$ cat config.mk
export PLATFORM = sky130hd
export DESIGN_NAME = tri_wire_regfile
export DESIGN_NICKNAME = d
export VERILOG_FILES = /design/src/rtl/twr_pkg.sv /design/src/rtl/twr_sync.sv /design/src/rtl/twr_frame_fsm.sv /design/src/rtl/twr_reg_bank.sv /design/src/rtl/twr_field_decode.sv /design/src/rtl/tri_wire_regfile.sv
export SDC_FILE = /design/constraint.sdc
export NUM_CORES = 1
export LEC_CHECK = 0
export BUFFER_PORTS_ARGS = -buffer_cell sky130_fd_sc_hd__clkbuf_2
export CORE_UTILIZATION = 30
export CTS_BUF_LIST = sky130_fd_sc_hd__clkbuf_16
export DETAILED_ROUTE_END_ITERATION = 6
export SLEW_MARGIN = 10
export SYNTH_ARGS = -nofsm -noshare
export SYNTH_HDL_FRONTEND = slang
export SYNTH_HIERARCHICAL = 1
export SYNTH_SLANG_ARGS = --single-unit
$ cat constraint.sdc
create_clock -name clk -period 4.98 [get_ports clk]
set_input_delay 0.498 -clock clk [delete_from_list [all_inputs] [get_ports clk]]
set_output_delay 0.498 -clock clk [all_outputs]
set_load 0.01 [all_outputs]
$ cat src/rtl/twr_pkg.sv
package twr_pkg;

    localparam int unsigned DATA_W    = 9;
    localparam int unsigned ADDR_W    = 3;
    localparam int unsigned SKIP_W    = 3;
    localparam int unsigned GAIN_W    = 6;
    localparam int unsigned NCOLOR    = 3;
    localparam int unsigned NREG      = 1 << ADDR_W;
    localparam int unsigned HDR_LEN   = 1 + ADDR_W;
    localparam int unsigned PRE_LEN   = HDR_LEN + SKIP_W;
    localparam int unsigned FRAME_LEN = PRE_LEN + DATA_W;
    localparam int unsigned CNT_W     = $clog2(FRAME_LEN + 1);

    // mode word bit positions
    localparam int unsigned M_RANGE = 7;
    localparam int unsigned M_REF   = 6;
    localparam int unsigned M_3CH   = 5;
    localparam int unsigned M_CDS   = 4;
    localparam int unsigned M_CLAMP = 3;
    localparam int unsigned M_PD    = 2;
    // channel-select bit positions
    localparam int unsigned C_ORDER = 7;
    localparam int unsigned C_RED   = 6;
    localparam int unsigned C_GRN   = 5;
    localparam int unsigned C_BLU   = 4;

    typedef logic [DATA_W-1:0] word_t;
    typedef logic [ADDR_W-1:0] addr_t;

    typedef enum logic [ADDR_W-1:0] {
        A_MODE  = 3'd0,
        A_CHSEL = 3'd1,
        A_GAINR = 3'd2,
        A_GAING = 3'd3,
        A_GAINB = 3'd4,
        A_OFSR  = 3'd5,
        A_OFSG  = 3'd6,
        A_OFSB  = 3'd7
    } reg_addr_e;

    typedef enum logic [2:0] {
        S_IDLE,
        S_HDR,
        S_SKIP,
        S_WDATA,
        S_RDATA,
        S_COMMIT
    } fsm_e;

    function automatic word_t keep_mask(addr_t a);
        word_t m;
        unique case (reg_addr_e'(a))
            A_MODE:  m = word_t'(9'h0FC);
            A_CHSEL: m = word_t'(9'h0F0);
            A_GAINR,
            A_GAING,
            A_GAINB: m = word_t'((1 << GAIN_W) - 1);
            default: m = '1;
        endcase
        return m;
    endfunction

    function automatic word_t reset_word(addr_t a);
        word_t v;
        v = '0;
        unique case (reg_addr_e'(a))
            A_MODE: begin
                v[M_REF]   = 1'b1;
                v[M_3CH]   = 1'b1;
                v[M_CDS]   = 1'b1;
                v[M_CLAMP] = 1'b1;
            end
            A_CHSEL: begin
                v[C_ORDER] = 1'b1;
                v[C_RED]   = 1'b1;
            end
            default: v = '0;
        endcase
        return v;
    endfunction

endpackage

$ cat src/rtl/twr_sync.sv
module twr_sync #(
    parameter int unsigned WIDTH     = 1,
    parameter int unsigned STAGES    = 2,
    parameter logic [WIDTH-1:0] RST_VAL = '0
) (
    input  logic             clk,
    input  logic             rst_n,
    input  logic [WIDTH-1:0] d,
    output logic [WIDTH-1:0] q
);

    logic [STAGES-1:0][WIDTH-1:0] chain_q;

    generate
        if (STAGES == 1) begin : g_one
            always_ff @(posedge clk or negedge rst_n) begin
                if (!rst_n) chain_q[0] <= RST_VAL;
                else        chain_q[0] <= d;
            end
        end else begin : g_many
            always_ff @(posedge clk or negedge rst_n) begin
                if (!rst_n) chain_q <= {STAGES{RST_VAL}};
                else        chain_q <= {chain_q[STAGES-2:0], d};
            end
        end
    endgenerate

    assign q = chain_q[STAGES-1];

endmodule

$ cat src/rtl/twr_frame_fsm.sv
module twr_frame_fsm
    import twr_pkg::*;
(
    input  logic             clk,
    input  logic             rst_n,
    input  logic             sclk_s,
    input  logic             load_n_s,
    input  logic             sdi_s,
    input  word_t            rd_word,
    output addr_t            rd_addr,
    output logic             wr_en,
    output addr_t            wr_addr,
    output word_t            wr_data,
    output logic             sdo,
    output logic             sdo_oe,
    output logic             hdr_rw,
    output logic [CNT_W-1:0] bit_cnt
);

    localparam logic [CNT_W-1:0] C_HDR   = CNT_W'(HDR_LEN);
    localparam logic [CNT_W-1:0] C_PRE   = CNT_W'(PRE_LEN);
    localparam logic [CNT_W-1:0] C_FRAME = CNT_W'(FRAME_LEN);
    localparam logic [CNT_W-1:0] C_SAT   = '1;

    fsm_e             state_q, state_d;
    logic             sclk_d1;
    logic             rise, fall;
    logic [CNT_W-1:0] cnt_q, cnt_inc;
    word_t            sh_q, sh_nx;
    word_t            rd_sh_q;
    logic             rw_q;
    addr_t            addr_q;
    logic             sdo_q;

    assign rise    = sclk_s & ~sclk_d1;
    assign fall    = ~sclk_s & sclk_d1;
    assign cnt_inc = (cnt_q == C_SAT) ? cnt_q : cnt_q + 1'b1;
    assign sh_nx   = {sh_q[DATA_W-2:0], sdi_s};

    // state register
    always_ff @(posedge clk or negedge rst_n) begin
        if (!rst_n) state_q <= S_IDLE;
        else        state_q <= state_d;
    end

    // next-state logic
    always_comb begin
        state_d = state_q;
        unique case (state_q)
            S_IDLE: begin
                if (!load_n_s) state_d = S_HDR;
            end
            S_HDR: begin
                if (load_n_s)                       state_d = S_IDLE;
                else if (rise && cnt_inc == C_HDR)  state_d = S_SKIP;
            end
            S_SKIP: begin
                if (load_n_s)                       state_d = S_IDLE;
                else if (rise && cnt_inc == C_PRE)  state_d = rw_q ? S_RDATA : S_WDATA;
            end
            S_WDATA: begin
                if (load_n_s) state_d = (cnt_q == C_FRAME) ? S_COMMIT : S_IDLE;
            end
            S_RDATA: begin
                if (load_n_s) state_d = S_IDLE;
            end
            S_COMMIT: state_d = S_IDLE;
            default:  state_d = S_IDLE;
        endcase
    end

    // datapath and output registers
    always_ff @(posedge clk or negedge rst_n) begin
        if (!rst_n) begin
            sclk_d1 <= 1'b0;
            cnt_q   <= '0;
            sh_q    <= '0;
            rd_sh_q <= '0;
            rw_q    <= 1'b0;
            addr_q  <= '0;
            sdo_q   <= 1'b0;
        end else begin
            sclk_d1 <= sclk_s;
            unique case (state_q)
                S_IDLE: begin
                    cnt_q <= '0;
                    sdo_q <= 1'b0;
                end
                S_HDR, S_SKIP, S_WDATA, S_RDATA: begin
                    if (!load_n_s && rise) begin
                        cnt_q <= cnt_inc;
                        sh_q  <= sh_nx;
                        if (state_q == S_HDR && cnt_inc == C_HDR) begin
                            rw_q   <= sh_nx[ADDR_W];
                            addr_q <= sh_nx[ADDR_W-1:0];
                        end
                    end
                    if (state_q == S_SKIP && state_d == S_RDATA) begin
                        rd_sh_q <= rd_word;
                    end else if (state_q == S_RDATA && !load_n_s && fall) begin
                        sdo_q   <= rd_sh_q[DATA_W-1];
                        rd_sh_q <= {rd_sh_q[DATA_W-2:0], 1'b0};
                    end
                end
                S_COMMIT: begin
                    sdo_q <= 1'b0;
                end
                default: begin
                    cnt_q <= '0;
                end
            endcase
        end
    end

    assign rd_addr = addr_q;
    assign wr_addr = addr_q;
    assign wr_data = sh_q;
    assign wr_en   = (state_q == S_COMMIT);
    assign sdo     = sdo_q;
    assign sdo_oe  = (state_q == S_RDATA);
    assign hdr_rw  = rw_q;
    assign bit_cnt = cnt_q;

endmodule

$ cat src/rtl/twr_reg_bank.sv
module twr_reg_bank
    import twr_pkg::*;
(
    input  logic                        clk,
    input  logic                        rst_n,
    input  logic                        wr_en,
    input  addr_t                       wr_addr,
    input  word_t                       wr_data,
    input  addr_t                       rd_addr,
    output word_t                       rd_word,
    output logic [NREG-1:0][DATA_W-1:0] reg_q
);

    always_ff @(posedge clk or negedge rst_n) begin
        if (!rst_n) begin
            for (int i = 0; i < NREG; i++) begin
                reg_q[i] <= reset_word(addr_t'(i));
            end
        end else if (wr_en) begin
            reg_q[wr_addr] <= wr_data & keep_mask(wr_addr);
        end
    end

    assign rd_word = reg_q[rd_addr];

endmodule

$ cat src/rtl/twr_field_decode.sv
module twr_field_decode
    import twr_pkg::*;
(
    input  logic [NREG-1:0][DATA_W-1:0]   reg_q,
    output logic                          fs_range_hi,
    output logic                          int_ref_en,
    output logic                          three_ch_en,
    output logic                          cds_en,
    output logic                          clamp_hi,
    output logic                          power_down,
    output logic                          order_rgb,
    output logic                          single_r,
    output logic                          single_g,
    output logic                          single_b,
    output logic [NCOLOR-1:0][GAIN_W-1:0] gain_arr,
    output logic [NCOLOR-1:0][DATA_W-1:0] ofs_arr
);

    word_t mode_w, chsel_w;
    logic  unused_rsvd;

    assign mode_w  = reg_q[A_MODE];
    assign chsel_w = reg_q[A_CHSEL];

    assign fs_range_hi = mode_w[M_RANGE];
    assign int_ref_en  = mode_w[M_REF];
    assign three_ch_en = mode_w[M_3CH];
    assign cds_en      = mode_w[M_CDS];
    assign clamp_hi    = mode_w[M_CLAMP];
    assign power_down  = mode_w[M_PD];
    assign order_rgb   = chsel_w[C_ORDER];
    assign single_r    = chsel_w[C_RED];
    assign single_g    = chsel_w[C_GRN];
    assign single_b    = chsel_w[C_BLU];

    generate
        for (genvar c = 0; c < NCOLOR; c++) begin : g_color
            assign gain_arr[c] = reg_q[int'(A_GAINR) + c][GAIN_W-1:0];
            assign ofs_arr[c]  = reg_q[int'(A_OFSR) + c];
        end
    endgenerate

    // reserved bit positions are held at zero by the bank and carry no field
    assign unused_rsvd = ^{mode_w[DATA_W-1], mode_w[1:0], chsel_w[DATA_W-1], chsel_w[3:0],
                           reg_q[A_GAINR][DATA_W-1:GAIN_W], reg_q[A_GAING][DATA_W-1:GAIN_W],
                           reg_q[A_GAINB][DATA_W-1:GAIN_W]};

endmodule

$ cat src/rtl/tri_wire_regfile.sv
module tri_wire_regfile
    import twr_pkg::*;
#(
    parameter int unsigned SYNC_STAGES = 2
) (
    input  logic              clk,
    input  logic              rst_n,
    input  logic              sclk,
    input  logic              load_n,
    input  logic              sdi,
    output logic              sdo,
    output logic              sdo_oe,
    output logic              fs_range_hi,
    output logic              int_ref_en,
    output logic              three_ch_en,
    output logic              cds_en,
    output logic              clamp_hi,
    output logic              power_down,
    output logic              order_rgb,
    output logic              single_r,
    output logic              single_g,
    output logic              single_b,
    output logic [GAIN_W-1:0] gain_r,
    output logic [GAIN_W-1:0] gain_g,
    output logic [GAIN_W-1:0] gain_b,
    output logic [DATA_W-1:0] offset_r,
    output logic [DATA_W-1:0] offset_g,
    output logic [DATA_W-1:0] offset_b
);

    logic                          sclk_s, load_n_s, sdi_s;
    logic                          wr_en;
    addr_t                         wr_addr, rd_addr;
    word_t                         wr_data, rd_word;
    logic                          hdr_rw;
    logic [CNT_W-1:0]              bit_cnt;
    logic [NREG-1:0][DATA_W-1:0]   reg_flat;
    logic [NCOLOR-1:0][GAIN_W-1:0] gain_arr;
    logic [NCOLOR-1:0][DATA_W-1:0] ofs_arr;

    twr_sync #(.WIDTH(3), .STAGES(SYNC_STAGES), .RST_VAL(3'b010)) u_sync (
        .clk   (clk),
        .rst_n (rst_n),
        .d     ({sclk, load_n, sdi}),
        .q     ({sclk_s, load_n_s, sdi_s})
    );

    twr_frame_fsm u_fsm (
        .clk      (clk),
        .rst_n    (rst_n),
        .sclk_s   (sclk_s),
        .load_n_s (load_n_s),
        .sdi_s    (sdi_s),
        .rd_word  (rd_word),
        .rd_addr  (rd_addr),
        .wr_en    (wr_en),
        .wr_addr  (wr_addr),
        .wr_data  (wr_data),
        .sdo      (sdo),
        .sdo_oe   (sdo_oe),
        .hdr_rw   (hdr_rw),
        .bit_cnt  (bit_cnt)
    );

    twr_reg_bank u_bank (
        .clk     (clk),
        .rst_n   (rst_n),
        .wr_en   (wr_en),
        .wr_addr (wr_addr),
        .wr_data (wr_data),
        .rd_addr (rd_addr),
        .rd_word (rd_word),
        .reg_q   (reg_flat)
    );

    twr_field_decode u_dec (
        .reg_q       (reg_flat),
        .fs_range_hi (fs_range_hi),
        .int_ref_en  (int_ref_en),
        .three_ch_en (three_ch_en),
        .cds_en      (cds_en),
        .clamp_hi    (clamp_hi),
        .power_down  (power_down),
        .order_rgb   (order_rgb),
        .single_r    (single_r),
        .single_g    (single_g),
        .single_b    (single_b),
        .gain_arr    (gain_arr),
        .ofs_arr     (ofs_arr)
    );

    assign gain_r   = gain_arr[0];
    assign gain_g   = gain_arr[1];
    assign gain_b   = gain_arr[2];
    assign offset_r = ofs_arr[0];
    assign offset_g = ofs_arr[1];
    assign offset_b = ofs_arr[2];

endmodule

==> implementation parameters <==
Parameter                              Value

Layout
  Finished Layout Cells ... 655
  Synth-to-layout area growth ... 6.05%
  Number of antenna diodes ... 0
  Layout Nets ... 428
  Fraction of final layout cells with drive strength greater than 1 ... 0.383

Clock network
  Source-to-sink clock delay at the later pin of the worst-skew pair ... 0.35 ns
  Clock buffer count from CTS ... 9
  TritonCTS Sinks ... 110
  Clock tree from TritonCTS ... built
  H-tree depth ... 3
  Buffer depth of the longest clock path ... 2
  Clock Root Buffer ... sky130_fd_sc_hd__clkbuf_16
  Post_cts resized ... 0
  CTS Hold Bufs ... 0
  Post-CTS setup-driven buffer insertion count ... 0
  Clk slew on worst S/H paths ... 0.07 ns

Routing
  Average via count per standard cell ... 4.93
  Routed len/inst ... 18.3 microns
  Detailed Route Iter0 Violations ... 186
  Remaining antenna violation count after routing ... 0
  DRT Wirelength ... 12.0 mm
  Post-detailed-route DRC marker count ... 0
  Vias ... 3,228
  First-pass DRT Iterations ... 5

Global route
  Gr ovfl total ... 0
  Overall track demand over capacity in global routing ... 0.136
  Vias in the first global route ... 3,213
  Largest net degree at the start of global routing ... 63
  Initial antenna violation count ... 0
  Wire length of the first global-routing pass ... 18.9 mm

Placed design
  HPWL reported at the end of detailed placement ... 8.38 mm
  Input/output buffers ... 61
  Placed cell count ... 639
  Placer's final routability congestion estimate ... 0.773

Yosys
  Number of flops mapped to enable cells by yosys ... 0
  Synthesized cell area ... 5500 sq um
  Most used DFF post-synth ... sky130_fd_sc_hd__dfrtp_1
  Number of register bits inferred by synthesis ... 110
  Post-synth top area share ... 0.464
  Sequential cell area fraction in the yosys report ... 0.502
  Ys Warns ... 6
  Biggest area contributors in the synthesized netlist ... sky130_fd_sc_hd__dfrtp_1 (46%), sky130_fd_sc_hd__mux2_2 (12%), sky130_fd_sc_hd__mux4_1 (8.6%)
  Synth Net Count ... 433
  Largest area contributor in the synthesized netlist ... sky130_fd_sc_hd__dfrtp_1
  Average cell area after synthesis ... 12.9 sq um
  Top post-synthesis cells by count ... sky130_fd_sc_hd__dfrtp_1 (102), sky130_fd_sc_hd__buf_4 (62), sky130_fd_sc_hd__mux2_2 (58)
  Post-Synthesis Cells ... 426
  Count leader, synth ... sky130_fd_sc_hd__dfrtp_1
  Number of distinct library cells after synthesis ... 50
  Proportion of synthesized flip-flops having asynchronous set or reset ... 1.00

STA
  Worst slew pin tran ... 1.07 ns
  Endpoints failing setup ... 0
  Total Neg Setup Slack ... 0 ns
  Upper clock frequency limit ... 0.391 GHz
  Clock skew ... 0.0102 ns
  Period utilisation layout ... 0.514
  Clock period minus final worst setup slack ... 2.56 ns
  Worst max-slew margin expressed relative to the limit ... 0.289
  Final Hold Viols ... 0
  RSZ-0062 raised after global routing ... no
  Max-slew violation count ... 0

Worst setup path
  Category of the worst setup path capture point ... flop
  Kind of launch point of the worst setup path ... flop
  Setup Crit Path Kind ... reg2reg
  Required time reported for the critical path endpoint ... 5.21 ns
  Biggest cell delay along the critical path ... 1.05 ns
  Cell with the biggest individual delay on the critical path ... sky130_fd_sc_hd__dfrtp_1
  CP cell instances ... nand4_1 -> mux2_2
  Worst Path Max Fanout ... 27
  Register-to-register setup slack ... 2.42 ns
  Arrival time of the worst setup path ... 2.79 ns

Floorplan
  Die Area ... 18,900 sq um
  Initial Utilization ... 0.306
  Row cnt ... 49
  Die span in x ... 137 microns
  Floorplan die height ... 137 microns
  Floorplan core area ... 18,000 sq um
  Boundary Pins ... 62

Pwr
  Power per Cell Area ... 284 nW/um^2
  Peak VDD IR ... 0.210 mV
  Portion of total power attributed to the clock network ... 0.406
  Net Switching ... 0.397 mW
  Switching power share of the total ... 0.239
  Sequential group share of total power ... 0.564
  Int Power ... 1.26 mW
  Combinational Power Share ... 0.031
  Standby leakage power ... 2.89 nW

Job
  Max-capacitance violation count ... 0

Hold path
  Hold Path Class ... in2reg

Outcome
  Outcome ... finished, final reports clean
[placed cells by master (no fill, tap or decap), drive strengths merged, types with 3 or more instances in the layout]
cell	Yosys	layout
nand2	45	45
mux2	72	72
nor2b	9	9
dfrtp	102	102
inv	6	9
clkbuf	10	69
nand3	3	3
o21ai	16	16
nor4b	4	4
dfstp	8	8
clkinv	0	3
and2	11	11
nand4b	5	5
nand2b	6	6
nor2	4	4
mux4	18	18
buf	69	3
a21oi	6	6
[power by group through the flow]
stage	logic, mW	registers, mW	clock network, mW
floorplan	0.0252	0.938	0
global placement	0.0500	0.951	0
detailed placement	0.0517	0.952	0
CTS	0.0522	0.935	0.693
global route	0.0587	0.938	0.725
finish	0.0508	0.934	0.673
[worst max-delay path: cells and delay by family (launching register included)]
kind | cells | cell delay (ns)
DFF | 1 | 1.05
and+or+nand+nor | 1 | 0.85
muxes | 1 | 0.53
[per-stage QoR]
step | setup slack (ns) | power (mW) | area (sq um) | util | hold slack [ns]
floorplan | 2.87 | 0.964 | 5500 | - | 0.202
global placement | 2.22 | 1.00 | 5560 | 0.309 | 0.339
detailed placement | 2.16 | 1.00 | 5560 | 0.309 | 0.340
CTS | 2.16 | 1.68 | 5830 | 0.325 | 0.209
global route | 2.26 | 1.72 | 5830 | 0.325 | 0.214
finish | 2.42 | 1.66 | 5830 | 0.325 | 0.221
[registers in the layout (all words and copies together), names as in the netlist]
signal	cells
u_sync/q	3
u_fsm/rd_sh_q	9
u_sync/chain_q	3
u_fsm/sdo	1
u_fsm/sclk_d1	1
u_fsm/state_q	3
u_fsm/hdr_rw	1
u_bank/reg_q	72
u_fsm/rd_addr	3
u_fsm/bit_cnt	5
u_fsm/wr_data	9
[worst paths after layout]
check,startpoint,depth (start not counted),endpoint
min,load_n,1,u_sync/chain_q[1]
max in group asynchronous,rst_n,2,u_fsm/rd_addr[2]
max reg2reg,u_fsm/rd_addr[2],2,u_bank/reg_q[68]
min reg2reg,u_sync/chain_q[0],0,u_sync/q[0]
min in group asynchronous,rst_n,1,u_fsm/wr_data[0]
max,u_fsm/rd_addr[2],2,u_bank/reg_q[68]
[metal layers]
metal / part of all wire / up-vias / wire, microns / GRT usage
li1: - / 1450 / - / -
met1: 0.48 / 1686 / 5730 / 0.192
met2: 0.46 / 80 / 5580 / 0.202
met3: 0.040 / 12 / 482 / 0.0280
met4: 0.019 / 0 / 228 / 0.0543
met5: 0 / - / 0 / 0
[area by class of cell]
type / instances / area (sq um)
clock inverters: 7 / 48.8
well taps: 229 / 287
clock buffers: 9 / 225
inverters: 6 / 22.5
repair buffers: 63 / 323
flip-flops and latches: 110 / 2760
multi-input cells: 231 / 2160
fillers: 1778 / 12100
[cell families after synthesis]
family                     synth area share
DFF                                   0.502
and+or+nand+nor                       0.107
muxes                                 0.243
buffers and inverters                 0.106
AOI/OAI and AO/OA                    0.0359
adders and majority gates           0.00455
xor gates and xnor gates            0.00159
No activity file was read; power rests on OpenSTA's default activity.
